File: src/rtl/line3_shift_buf_pkg.sv
package line3_shift_buf_pkg;
    localparam int PIX_W   = 8;
    localparam int COL_AW  = 6;
    localparam int N_SLOTS = 3;

    typedef struct packed {
        logic              en;
        logic              we;
        logic [COL_AW-1:0] addr;
        logic [PIX_W-1:0]  wd;
    } port_req_t;

    localparam port_req_t PORT_IDLE = '{en: 1'b0, we: 1'b0, addr: '0, wd: '0};

    function automatic port_req_t mk_req(input logic en, input logic we,
                                         input logic [COL_AW-1:0] addr,
                                         input logic [PIX_W-1:0] wd);
        port_req_t r;
        r.en   = en;
        r.we   = we & en;
        r.addr = addr;
        r.wd   = wd;
        return r;
    endfunction
endpackage

File: src/rtl/line3_row_ram.sv
module line3_row_ram
    import line3_shift_buf_pkg::*;
#(
    parameter int DEPTH = 16
) (
    input  logic             clk,
    input  port_req_t        req_a,
    input  port_req_t        req_b,
    output logic [PIX_W-1:0] rd_a,
    output logic [PIX_W-1:0] rd_b
);
    localparam int AW = $clog2(DEPTH);

    logic [PIX_W-1:0] mem [DEPTH];

    // Read-first on both ports: a write op also returns the old contents.
    always_ff @(posedge clk) begin
        if (req_a.en) begin
            rd_a <= mem[req_a.addr[AW-1:0]];
        end
        if (req_b.en) begin
            rd_b <= mem[req_b.addr[AW-1:0]];
        end
        if (req_a.we) begin
            mem[req_a.addr[AW-1:0]] <= req_a.wd;
        end
        if (req_b.we) begin
            mem[req_b.addr[AW-1:0]] <= req_b.wd;
        end
    end
endmodule

File: src/rtl/line3_shift_ctrl.sv
module line3_shift_ctrl #(
    parameter int ROW_W = 16,
    localparam int CW   = $clog2(ROW_W + 2)
) (
    input  logic          clk,
    input  logic          rst,
    input  logic          adv_req,
    output logic          busy,
    output logic [CW-1:0] cnt,
    output logic          pending,
    output logic          port_sel,
    output logic          done
);
    localparam logic [CW-1:0] LAST = CW'(ROW_W + 1);

    assign done = busy && (cnt == LAST);

    always_ff @(posedge clk) begin
        if (rst) begin
            busy     <= 1'b0;
            cnt      <= '0;
            pending  <= 1'b0;
            port_sel <= 1'b0;
        end else if (busy) begin
            if (adv_req) begin
                pending <= 1'b1;
            end
            if (cnt == LAST) begin
                busy     <= 1'b0;
                port_sel <= ~port_sel;
            end else begin
                cnt <= cnt + 1'b1;
            end
        end else if (adv_req || pending) begin
            busy    <= 1'b1;
            cnt     <= '0;
            pending <= 1'b0;
        end
    end
endmodule

File: src/rtl/line3_shift_buf.sv
module line3_shift_buf
    import line3_shift_buf_pkg::*;
#(
    parameter int ROW_W = 16
) (
    input  logic              clk,
    input  logic              rst,
    input  logic              wr_valid,
    input  logic [PIX_W-1:0]  wr_pix,
    input  logic              adv_req,
    output logic              shift_busy,
    input  logic              rd_en,
    input  logic [COL_AW-1:0] rd_col,
    output logic              rd_valid,
    output logic [PIX_W-1:0]  win_old,
    output logic [PIX_W-1:0]  win_mid,
    output logic [PIX_W-1:0]  win_new
);
    localparam int CW = $clog2(ROW_W + 2);
    localparam logic [COL_AW-1:0] COL_LAST = COL_AW'(ROW_W - 1);

    logic          busy, pending, port_sel, done;
    logic [CW-1:0] cnt;
    logic [COL_AW-1:0] wcol;
    logic [N_SLOTS-1:0] slot_full;
    logic          cp_sel_q;

    port_req_t        sh_req [N_SLOTS];
    port_req_t        ram_a  [N_SLOTS];
    port_req_t        ram_b  [N_SLOTS];
    port_req_t        cp_req;
    logic [PIX_W-1:0] out_a  [N_SLOTS];
    logic [PIX_W-1:0] out_b  [N_SLOTS];
    logic [PIX_W-1:0] sh_rd  [N_SLOTS];
    logic [PIX_W-1:0] cp_rd  [N_SLOTS];

    line3_shift_ctrl #(.ROW_W(ROW_W)) u_ctrl (
        .clk      (clk),
        .rst      (rst),
        .adv_req  (adv_req),
        .busy     (busy),
        .cnt      (cnt),
        .pending  (pending),
        .port_sel (port_sel),
        .done     (done)
    );

    assign shift_busy = busy;

    // Skewed chain: slot k handles column c at shift step c+k.
    always_comb begin
        cp_req = mk_req(rd_en, 1'b0, rd_col, '0);
        if (busy) begin
            sh_req[0] = mk_req(cnt < CW'(ROW_W), 1'b0, COL_AW'(cnt), '0);
            sh_req[1] = mk_req((cnt >= CW'(1)) && (cnt <= CW'(ROW_W)), 1'b1,
                               COL_AW'(cnt - CW'(1)), sh_rd[0]);
            sh_req[2] = mk_req((cnt >= CW'(2)) && (cnt <= CW'(ROW_W + 1)), 1'b1,
                               COL_AW'(cnt - CW'(2)), sh_rd[1]);
        end else begin
            sh_req[0] = mk_req(wr_valid, 1'b1, wcol, wr_pix);
            sh_req[1] = PORT_IDLE;
            sh_req[2] = PORT_IDLE;
        end
    end

    for (genvar k = 0; k < N_SLOTS; k++) begin : g_slot
        assign ram_a[k] = port_sel ? cp_req : sh_req[k];
        assign ram_b[k] = port_sel ? sh_req[k] : cp_req;
        assign sh_rd[k] = port_sel ? out_b[k] : out_a[k];
        assign cp_rd[k] = cp_sel_q ? out_a[k] : out_b[k];

        line3_row_ram #(.DEPTH(ROW_W)) u_ram (
            .clk   (clk),
            .req_a (ram_a[k]),
            .req_b (ram_b[k]),
            .rd_a  (out_a[k]),
            .rd_b  (out_b[k])
        );
    end

    always_ff @(posedge clk) begin
        if (rst) begin
            wcol      <= '0;
            slot_full <= '0;
            rd_valid  <= 1'b0;
            cp_sel_q  <= 1'b0;
        end else begin
            cp_sel_q <= port_sel;
            rd_valid <= rd_en && (&slot_full);
            if (busy) begin
                wcol <= '0;
                if (done) begin
                    slot_full <= {slot_full[1], slot_full[0], 1'b0};
                end
            end else if (wr_valid) begin
                if (wcol == COL_LAST) begin
                    wcol         <= '0;
                    slot_full[0] <= 1'b1;
                end else begin
                    wcol <= wcol + 1'b1;
                end
            end
        end
    end

    assign win_old = cp_rd[2];
    assign win_mid = cp_rd[1];
    assign win_new = cp_rd[0];
endmodule

File: config.mk
export PLATFORM = sky130hd
export DESIGN_NAME = line3_shift_buf
export DESIGN_NICKNAME = d
export VERILOG_FILES = /design/src/rtl/line3_shift_buf_pkg.sv /design/src/rtl/line3_row_ram.sv /design/src/rtl/line3_shift_ctrl.sv /design/src/rtl/line3_shift_buf.sv
export SDC_FILE = /design/constraint.sdc
export NUM_CORES = 1
export LEC_CHECK = 0
export BUFFER_PORTS_ARGS = -buffer_cell sky130_fd_sc_hd__buf_2
export CORE_ASPECT_RATIO = 1.75
export CORE_MARGIN = 1.5
export CORE_UTILIZATION = 50
export CTS_BUF_LIST = sky130_fd_sc_hd__clkbuf_4
export DETAILED_ROUTE_END_ITERATION = 16
export HOLD_SLACK_MARGIN = 0.06
export PLACE_DENSITY = 0.65
export SYNTH_ARGS = -nofsm -noshare
export SYNTH_HDL_FRONTEND = slang
export SYNTH_HIERARCHICAL = 1
export SYNTH_SLANG_ARGS = --single-unit
File: constraint.sdc
create_clock -name clk -period 4.36 [get_ports clk]
set_clock_uncertainty 0.2 [all_clocks]
set_input_delay 0 -clock clk [delete_from_list [all_inputs] [get_ports clk]]
set_output_delay 0 -clock clk [all_outputs]
set_load 0.01 [all_outputs]
==> flow_summary.json <==
{
  "status": "finished clean",
  "hold_depth": 5,
  "whs_endpoint": "g_slot[0].u_ram/rd_a[2]",
  "cts_root_buffer": "clkbuf_4",
  "grt_start_max_net_pins": 37,
  "p_per_area_nw_per_um2": 329.7,
  "cellLeakagePower_nw": 10.18,
  "tightest_slew_ns": 1.181,
  "postCtsResizedCells": 0,
  "port_buffers": 42,
  "cts_sinks": 451,
  "start_util_pct": 50.37,
  "coreArea_sq_um": 52220,
  "place_inst": 2396,
  "finalNonFillerCells": 2619,
  "r2r_end": "g_slot[1].u_ram/mem[3][3]",
  "crit_required_ns": 4.59,
  "cts_tree": "built",
  "rows": 111,
  "fill_cells": 4289,
  "clk_pin_slew_ns": 0.08,
  "setup.worst_path.end_class": "flip-flop",
  "path_class": "reg -> reg",
  "drive_gt1_share_pct": 50.57,
  "nNetsFinal": 1878,
  "worstPathArrival_ns": 4.08,
  "clk_latency_ns": 0.87,
  "htreeDepth": 3,
  "syn_nets": 1759,
  "crit_fanout": 10,
  "yosysWarnings": 6,
  "antenna_found_initial": 3,
  "synth_area_sq_um": 26300,
  "min_period_ns": 3.856,
  "grt_pass1_vias": 18180,
  "wirelength_um": 79260,
  "cts_buffers": 105,
  "peakVddDrop_uv": 172.3,
  "ios": 45,
  "hp-class": "in -> reg",
  "regToRegStartpoint": "u_ctrl/cnt[0]",
  "relSlewSlack_pct": 20.47,
  "setup_slack_ns": 0.5039,
  "hold_start": "wr_valid",
  "dr.pass1.iters": 6,
  "grt_pass1_wl_um": 115700,
  "drv_slew": 0,
  "max_clock_freq_mhz": 259.3,
  "die_area_sq_um": 54040,
  "placed_area_sq_um": 27630,
  "r2r_setup_slack_ns": 0.50,
  "gp_congestion": 1.006,
  "grt_setup_unrepaired": "no",
  "reg2reg_depth": 9,
  "drt_iter0_markers": 1107,
  "grt-ovfl-total": 0,
  "dp_slack_ns": 0.5660,
  "startpoint_type": "flip-flop",
  "die_h_um": 306.4,
  "die_x_um": 176.4,
  "finalInstanceArea_sq_um": 29300,
  "setup_viol": 0,
  "wl_per_cell_um": 30.26,
  "grt.total_usage_pct": 29.97,
  "drc": 0,
  "setup-tns-final_ns": 0,
  "area_growth_pct": 11.41,
  "syn_inst": 1732,
  "cts_buffer_depth": 3,
  "antenna_left": 0,
  "syn_avg_cell_area_sq_um": 15.19,
  "dp_hpwl_um": 58470,
  "period_share_pct": 88.44,
  "route.vias.total": 16760,
  "hold_viol_final": 0,
  "viasPerCell": 6.399,
  "max_cap_viol_count": 0
}
[power by group]
part	total, mW	internal, mW	leakage [nW]	switching, mW
combinational	1.23	0.560	5.19	0.666
sequential	4.87	4.84	4.14	0.0285
clock	3.57	1.83	0.847	1.74
total	9.66	7.23	10.2	2.43
[metrics by stage]
stage	util, %	hold slack, ns	total power [mW]
floorplan	-	-0.1333	5.753
global placement	52.91	0.04921	6.127
detailed placement	52.91	0.06111	6.156
CTS	56.09	0.1138	9.747
global route	56.11	0.2176	10.01
finish	56.11	0.1797	9.662
[critical path: stages, from the launching register on]
cell,delay (ns)
dfxtp_1,0.65
inv_1,0.18
ha_1,0.26
nor3b_1,0.14
mux2_2,0.33
nor2_1,0.35
nor3b_2,0.44
nor2b_1,0.20
buf_4,0.21
o21bai_1,0.45
[per-layer routing]
layer | wire length [um] | part of all wire [%] | GRT usage, % | vias up
met2 | 44860 | 57 | 57.84 | 647
li1 | - | - | - | 7299
met4 | 7451 | 9.4 | 25.40 | 0
met1 | 23570 | 30 | 25.98 | 8511
met3 | 3379 | 4.3 | 4.960 | 302
met5 | 0 | 0 | 0 | -
[registers in the layout (all words and copies together), names as in the netlist]
name and count:
slot_full 3, u_ctrl/cnt 5, rd_valid 1, u_ctrl/busy 1, g_slot.u_ram/mem 384, wcol 6
g_slot.u_ram/rd_a 24, cp_sel_q 1, u_ctrl/port_sel 1, u_ctrl/pending 1, g_slot.u_ram/rd_b 24
[worst max path at each step]
stage	startpoint	end	slack, ns	depth (start not counted)
2_1_floorplan	u_ctrl/cnt[2]	g_slot[2].u_ram/mem[4][0]	0.96	9
3_3_place_gp	u_ctrl/cnt[2]	g_slot[2].u_ram/mem[1][2]	0.63	7
3_5_place_dp	u_ctrl/cnt[2]	g_slot[2].u_ram/mem[1][3]	0.57	7
4_1_cts	u_ctrl/cnt[2]	g_slot[2].u_ram/mem[3][2]	0.49	9
5_1_grt	u_ctrl/cnt[2]	g_slot[2].u_ram/mem[3][1]	0.31	9
6_report	u_ctrl/cnt[0]	g_slot[1].u_ram/mem[3][3]	0.50	9
[cells in the final DEF, fill, tap and decap left out, drive strengths merged, types with 13 or more instances in the layout]
master and n:
a22oi 96, and2 40, and3 17, buf 148, clkbuf 165, clkinv 24, dfxtp 19, dlygate4sd3 25
edfxtp 432, mux2 410, mux4 192, nand2 82, nand2b 25, nand3b 13, nor2 56, nor2b 19
o21ai 46, o22ai 27
[timing repair]
action | CTS | global route
hold buffers | 25 | 0
endpoints found under the hold margin | 703 | 0
setup buffers | 0 | 0
[area by class of cell]
class                      instances  area (sq um)  area share [%]
tap                              678         848.3           2.895
clock inverter                    29         170.2          0.5807
antenna                            3         7.507         0.02562
inverter                           8         30.03          0.1025
timing repair buffer             173          1329           4.535
clock buffer                     165          1239           4.227
sequential                       451         13350           45.57
multi-input combinational       1112         12330           42.06
Note: power is estimated with default switching activity, not from simulation.
